===== config.mk =====
export PLATFORM = sky130hd
export DESIGN_NAME = fp32_mul
export DESIGN_NICKNAME = d
export VERILOG_FILES = /design/src/rtl/fpm_pkg.sv /design/src/rtl/fpm_classify.sv /design/src/rtl/fpm_sig_round.sv /design/src/rtl/fp32_mul.sv
export SDC_FILE = /design/constraint.sdc
export NUM_CORES = 2
export LEC_CHECK = 0
export ABC_AREA = 1
export BUFFER_PORTS_ARGS = -buffer_cell sky130_fd_sc_hd__buf_4
export CAP_MARGIN = 0
export CORE_UTILIZATION = 50
export CTS_CLUSTER_DIAMETER = 40
export CTS_CLUSTER_SIZE = 25
export DETAILED_ROUTE_END_ITERATION = 7
export PLACE_DENSITY = 0.68
export REMOVE_ABC_BUFFERS = 1
export SLEW_MARGIN = 10
export SYNTH_ARGS = -nofsm -noshare
export SYNTH_HDL_FRONTEND = slang
export SYNTH_SLANG_ARGS = --single-unit

===== constraint.sdc =====
create_clock -name clk -period 0.94 [get_ports clk]
set_input_delay 0 -clock clk [delete_from_list [all_inputs] [get_ports clk]]
set_output_delay 0 -clock clk [all_outputs]
set_load 0.01 [all_outputs]

===== src/rtl/fpm_pkg.sv =====
package fpm_pkg;

    // What an operand's exponent and fraction fields make it
    typedef enum logic [1:0] {
        CLS_ZERO,
        CLS_NORM,
        CLS_INF,
        CLS_NAN
    } opnd_cls_e;

    // What the packer is told to produce
    typedef enum logic [2:0] {
        RK_NAN,
        RK_INF,
        RK_ZERO,
        RK_NORMAL,
        RK_OVF,
        RK_UNF
    } res_kind_e;

endpackage


===== src/rtl/fpm_classify.sv =====
module fpm_classify
    import fpm_pkg::*;
#(
    parameter int EXP_W  = 8,
    parameter int FRAC_W = 23
) (
    input  logic [EXP_W+FRAC_W:0] opnd,
    output opnd_cls_e             cls,
    output logic                  sgn,
    output logic [EXP_W-1:0]      expo,
    output logic [FRAC_W:0]       sig
);
    localparam int W = 1 + EXP_W + FRAC_W;

    logic [FRAC_W-1:0] frac;

    assign sgn  = opnd[W-1];
    assign expo = opnd[W-2 -: EXP_W];
    assign frac = opnd[FRAC_W-1:0];
    // hidden one restored; meaningless for non-normal classes
    assign sig  = {1'b1, frac};

    always_comb begin
        if (expo == '0) begin
            cls = CLS_ZERO;            // subnormals flushed here
        end else if (expo == '1) begin
            cls = (frac == '0) ? CLS_INF : CLS_NAN;
        end else begin
            cls = CLS_NORM;
        end
    end

endmodule


===== src/rtl/fpm_sig_round.sv =====
module fpm_sig_round #(
    parameter int EXP_W  = 8,
    parameter int FRAC_W = 23
) (
    input  logic [FRAC_W:0]          sig_a,
    input  logic [FRAC_W:0]          sig_b,
    input  logic [EXP_W-1:0]         exp_a,
    input  logic [EXP_W-1:0]         exp_b,
    output logic [FRAC_W-1:0]        frac_out,
    output logic signed [EXP_W+1:0]  exp_out
);
    localparam int SIG_W  = FRAC_W + 1;
    localparam int PROD_W = 2 * SIG_W;
    localparam int XW     = EXP_W + 2;
    localparam int BIAS   = (1 << (EXP_W - 1)) - 1;
    localparam int KEEP_H = PROD_W - 3;          // top kept fraction bit
    localparam int RND_B  = KEEP_H - FRAC_W;     // round bit position
    localparam int STK_H  = RND_B - 1;           // top sticky bit

    logic [PROD_W-1:0] prod;
    logic [PROD_W-1:0] norm;
    logic              hi;
    logic [FRAC_W-1:0] kept;
    logic              rbit;
    logic              sticky;
    logic              inc;
    logic [FRAC_W:0]   rsum;
    logic              carry;

    assign prod = PROD_W'(sig_a) * PROD_W'(sig_b);
    assign hi   = prod[PROD_W-1];             // product in [2,4)
    assign norm = hi ? (prod >> 1) : prod;

    assign kept   = norm[KEEP_H -: FRAC_W];
    assign rbit   = norm[RND_B];
    assign sticky = (|norm[STK_H:0]) | (hi & prod[0]);

    // nearest, ties to even
    assign inc   = rbit & (sticky | kept[0]);
    assign rsum  = {1'b0, kept} + (FRAC_W+1)'(inc);
    assign carry = rsum[FRAC_W];              // renormalise

    assign frac_out = rsum[FRAC_W-1:0];
    assign exp_out  = $signed(XW'(exp_a) + XW'(exp_b) + XW'(hi) + XW'(carry)
                              - XW'(BIAS));

endmodule


===== src/rtl/fp32_mul.sv =====
module fp32_mul
    import fpm_pkg::*;
#(
    parameter int EXP_W   = 8,
    parameter int FRAC_W  = 23,
    parameter bit OUT_REG = 1'b1
) (
    input  logic                  clk,
    input  logic                  rst_n,
    input  logic                  in_valid,
    input  logic [EXP_W+FRAC_W:0] op_a,
    input  logic [EXP_W+FRAC_W:0] op_b,
    output logic                  out_valid,
    output logic [EXP_W+FRAC_W:0] prod,
    output logic                  ovf_flag,
    output logic                  unf_flag
);
    localparam int W    = 1 + EXP_W + FRAC_W;
    localparam int XW   = EXP_W + 2;
    localparam int EMAX = (1 << EXP_W) - 1;
    localparam logic [W-2:0] INF_MAG = {{EXP_W{1'b1}}, {FRAC_W{1'b0}}};
    localparam logic [W-1:0] QNAN    = {1'b0, {EXP_W{1'b1}}, 1'b1, {(FRAC_W-1){1'b0}}};

    opnd_cls_e          cls_a, cls_b;
    logic               sign_a, sign_b, res_sign;
    logic [EXP_W-1:0]   exp_a, exp_b;
    logic [FRAC_W:0]    sig_a, sig_b;
    logic [FRAC_W-1:0]  frac_r;
    logic signed [XW-1:0] exp_r;
    res_kind_e          kind;
    logic [W-1:0]       nxt_prod;
    logic               nxt_ovf, nxt_unf;

    fpm_classify #(.EXP_W(EXP_W), .FRAC_W(FRAC_W)) u_cls_a (
        .opnd(op_a), .cls(cls_a), .sgn(sign_a), .expo(exp_a), .sig(sig_a)
    );

    fpm_classify #(.EXP_W(EXP_W), .FRAC_W(FRAC_W)) u_cls_b (
        .opnd(op_b), .cls(cls_b), .sgn(sign_b), .expo(exp_b), .sig(sig_b)
    );

    fpm_sig_round #(.EXP_W(EXP_W), .FRAC_W(FRAC_W)) u_round (
        .sig_a(sig_a), .sig_b(sig_b), .exp_a(exp_a), .exp_b(exp_b),
        .frac_out(frac_r), .exp_out(exp_r)
    );

    assign res_sign = sign_a ^ sign_b;

    // result kind: NaN first, then infinity, then zero, then range
    always_comb begin
        if (cls_a == CLS_NAN || cls_b == CLS_NAN) begin
            kind = RK_NAN;
        end else if (cls_a == CLS_INF || cls_b == CLS_INF) begin
            kind = (cls_a == CLS_ZERO || cls_b == CLS_ZERO) ? RK_NAN : RK_INF;
        end else if (cls_a == CLS_ZERO || cls_b == CLS_ZERO) begin
            kind = RK_ZERO;
        end else if (exp_r >= $signed(XW'(EMAX))) begin
            kind = RK_OVF;
        end else if (exp_r <= $signed(XW'(0))) begin
            kind = RK_UNF;
        end else begin
            kind = RK_NORMAL;
        end
    end

    // packer
    always_comb begin
        nxt_ovf = 1'b0;
        nxt_unf = 1'b0;
        unique case (kind)
            RK_NAN:    nxt_prod = QNAN;
            RK_INF:    nxt_prod = {res_sign, INF_MAG};
            RK_ZERO:   nxt_prod = {res_sign, {(W-1){1'b0}}};
            RK_OVF: begin
                nxt_prod = {res_sign, INF_MAG};
                nxt_ovf  = 1'b1;
            end
            RK_UNF: begin
                nxt_prod = {res_sign, {(W-1){1'b0}}};
                nxt_unf  = 1'b1;
            end
            RK_NORMAL: nxt_prod = {res_sign, exp_r[EXP_W-1:0], frac_r};
            default:   nxt_prod = QNAN;
        endcase
    end

    generate
        if (OUT_REG) begin : g_reg
            always_ff @(posedge clk or negedge rst_n) begin
                if (!rst_n) begin
                    out_valid <= 1'b0;
                    prod      <= '0;
                    ovf_flag  <= 1'b0;
                    unf_flag  <= 1'b0;
                end else begin
                    out_valid <= in_valid;
                    if (in_valid) begin
                        prod     <= nxt_prod;
                        ovf_flag <= nxt_ovf;
                        unf_flag <= nxt_unf;
                    end
                end
            end

            assert_valid_follow_R10: assert property (@(posedge clk) disable iff (!rst_n)
                in_valid |=> out_valid);
            assert_valid_drop_R10: assert property (@(posedge clk) disable iff (!rst_n)
                !in_valid |=> !out_valid);
            assert_sign_xor_R1: assert property (@(posedge clk) disable iff (!rst_n)
                (in_valid && kind != RK_NAN) |=> prod[W-1] == $past(op_a[W-1] ^ op_b[W-1]));
        end else begin : g_comb
            assign out_valid = in_valid;
            assign prod      = nxt_prod;
            assign ovf_flag  = nxt_ovf;
            assign unf_flag  = nxt_unf;
        end
    endgenerate

    assert_ovf_inf_R8: assert property (@(posedge clk) disable iff (!rst_n)
        (out_valid && ovf_flag) |-> prod[W-2:0] == INF_MAG);
    assert_unf_zero_R9: assert property (@(posedge clk) disable iff (!rst_n)
        (out_valid && unf_flag) |-> prod[W-2:0] == '0);
    assert_flag_excl_R9: assert property (@(posedge clk) disable iff (!rst_n)
        !(ovf_flag && unf_flag));
    assert_nan_canon_R5: assert property (@(posedge clk) disable iff (!rst_n)
        (out_valid && prod[W-2 -: EXP_W] == '1 && prod[FRAC_W-1:0] != '0)
            |-> (prod == QNAN && !ovf_flag && !unf_flag));

endmodule


==> metrics.md <==
| Metric | Value |
|---|---|
| Mux contribution to synthesized area | `0%` |
| # H-tree levels | `2` |
| GPL Wtd Cong | `~0.96` |
| CTS Buf Count | `5` |
| Reg2reg path depth | `1` |
| Fmax | `117.4 MHz` |
| Commonest cells in the netlist | `1073 x nand2_1, 1064 x inv_1, 484 x fa_1` |
| Post-Synth Simple-Gate Area | `24.60%` |
| Slew Limit Headroom | `57.31%` |
| Cell mode on critical path | `buf_4` |
| Cell taking the most area after synthesis | `fa_1` |
| Row count | `80` |
| Die Y | `221.6 um` |
| Warnings, synthesis | `0` |
| Clk_skew | `0 ns` |
| # IOs | `102` |
| Worst-margin pin slew | `~0.63 ns` |
| Crit path capture type | `register` |
| Die Width | `221.6 um` |
| Worst-path clk slew | `0.05 ns` |
| Reg2reg start | `prod[1]` |
| Setup-failing EPs final | `34` |
| Sequential cell area | `875.8 sq um` |
| DRT Pass-1 Iters | `6` |
| Total GRT Usage | `between 20% and 30%` |
| Fillcell total | `around 4.2k` |
| Per-cell routed wire length | `15.31 um` |
| Vias in the first global route | `around 24k` |
| Crit path launch type | `input pin` |
| Crit Path Category | `in2reg` |
| Yosys reg bits | `35` |
| Largest stage delay, worst path | `approximately 0.58 ns` |
| Share of cells above drive strength 1 | `a little under a quarter` |
| Clock latency on the worst-skew pair | `~0.28 ns` |
| Drt initial violations | `1463` |
| N_diodes | `0` |
| Via density | `4.887` |
| Max clock buf depth | `2` |
| Grt ovf | `0` |
| First-pass GRT wire length | `117300 um` |
| Post-Synth Adder-Cell Area | `49.84%` |
| Main combinational cell family by area after synthesis | `adder cells` |
| Die area | `49100 sq um` |
| Wirelength, routed | `70430 um` |
| DRC | `0` |
| Worst r2r dst | `prod[1]` |
| Synth Area in XOR/XNOR | `0.9809%` |
| Fin. Hold Viols | `0` |
| Most frequent cell after synthesis | `nand2_1` |
| Final worst path period share | `906.4%` |
| Sequential area share after synthesis | `3.633%` |
| Slack of the worst reg-to-reg path | `0.16 ns` |
| Main synth FF type | `dfrtp_1` |
| CORE AREA | `47650 sq um` |
| Top cells by area, synth | `fa_1 40%, nand2_1 17%, inv_1 17%` |
| CP required | `1.16 ns` |
| Placed cell areas | `28650 sq um` |
| Initial Utilization | `50.60%` |
| Tmin final | `between 8 and 9 ns` |
| Pin count of the biggest net entering global routing | `36` |
| WP data arrival | `around 8.7 ns` |
| Slowest CP cell | `fa_1` |
| Final worst slack | `-7.581 ns` |
| Worst-path fanout max | `8` |
| Post-synth top area share | `40.19%` |
| Run status | `finished, violations left` |
| Hold wc startpoint | `in_valid` |
| Mapped Area | `24110 sq um` |
| Via count | `22.48k` |
| Post-Syn Instances | `3447` |
| Post-route cell area | `30940 sq um` |
| PortBufs | `just over 100` |
| Multi-input logic area | `between 15000 and 20000 sq um` |
| Layout overhead on the synthesized area | `28.35%` |
| Hold EP | `out_valid` |
| RSZ-0062 raised after global routing | `yes` |
| Synth Area in Compound Gates | `2.294%` |
| Total Neg Setup Slack | `-254.12 ns` |
| Layout Nets | `4723` |
| CTS tree | `done` |
| Final slew viol count | `0` |
| Fraction of registers with async set/reset | `between 90% and 100%` |
| Clock sinks | `35` |
| Mapped Avg Cell Area | `6.994 sq um` |
| Root Buffer | `clkbuf_16` |
| Hold WS | `0.06151 ns` |
| Count of cell types in the netlist | `46` |
| Post-synth EDFFs | `0` |
| Worst hold path class | `in2reg` |
| HPWL Detailed | `58810 um` |
| Dpl cells | `approximately 4.5k` |
| Initial antenna violation count | `0` |
| Min-Delay Path Depth | `2` |
| Final std cells w/o fill | `4601` |
| Post-route ant nets | `0` |
| Max-capacitance violation count | `0` |
| Violated checks | `negative setup slack` |
==> metrics by stage <==
step	util (%)	worst slack [ns]
after floorplan	-	-7.329
after global placement	60.13	-7.815
after detailed placement	60.13	-7.957
after CTS	63.59	-7.269
after global routing	64.94	-7.934
final	64.94	-7.581
==> cells in the final DEF (no fill, tap or decap), types with 5 or more instances in the layout <==
master     instances
a21oi_1           35
nor4_1            14
inv_1           1043
clkbuf_16          5
nand3_2            8
nor2_2            30
ha_1             161
dfrtp_1           35
fa_1             474
xor2_1            18
nand4_1           29
nand3_1           73
nor3_1            10
ha_4              22
o21ai_0           10
inv_2             35
or2_2              6
nand3b_1          14
nand2_2           60
buf_6             35
buf_8             13
o21ai_2            6
nand2_4           18
nor2_1           108
nand2_1         1021
buf_12            27
buf_4            561
o21ai_1           11
nand3_4            8
fa_2              10
xnor2_1            9
nor2_4            15
a21oi_2           20
==> metal layers <==
layer | part of all wire (%) | wire length (um) | vias up | track usage [%]
li1 | - | - | 10770 | -
met1 | 43 | 30110 | 10860 | 39.52
met2 | 49 | 34780 | 723 | 52.05
met3 | 5.7 | 3994 | 130 | 2.849
met4 | 2.2 | 1548 | 0 | 6.004
met5 | 0 | 0 | - | 0
==> worst max path at each step <==
stage / startpoint / to / cells past startpoint
final: op_a[8] / prod[14] / 51
after CTS: op_b[12] / prod[1] / 53
after detailed placement: op_a[18] / prod[13] / 49
after global routing: op_b[0] / prod[1] / 50
after floorplan: op_b[0] / prod[1] / 51
after global placement: op_a[19] / prod[13] / 48
==> registers in the layout, indices dropped and copies added, names as in the netlist <==
signal	count
out_valid	1
ovf_flag	1
prod	32
unf_flag	1
==> worst max-delay path: cells and delay by family <==
kind | cells | cell delay (ns)
compound gates | 1 | 0.23
fa+ha+maj | 9 | 4.17
buf+inv | 25 | 2.70
simple gates | 16 | 1.61
==> cell families (layout without fill, tap and decap cells) <==
family / count (synthesis) / count (layout)
XOR/XNOR: 27 / 27
buffers and inverters: 1190 / 1728
AND/OR/NAND/NOR: 1426 / 1427
AO/OA/AOI/OAI: 99 / 99
flip-flops: 35 / 35
adder cells (fa/ha/maj): 670 / 670
==> final cells by class <==
cell class,count,area share [%]
clock inverter,1,0.01617
inverter,1081,13.13
tap,615,2.487
multi-input combinational,2223,63.51
clock buffer,6,0.4488
sequential,35,2.831
timing repair buffer,640,17.58
==> timing repair <==
item                                    CTS  global route
gates cloned                              3             0
hold buffers                              1             0
pin swaps                                57            82
endpoints found under the setup margin   34            34
hold endpoints to repair                 35             0
resized for setup                       186           130
setup buffers                            81            18
Power is not shown: default switching activity piles up to over one toggle a cycle in this logic, so the estimate is an artifact.
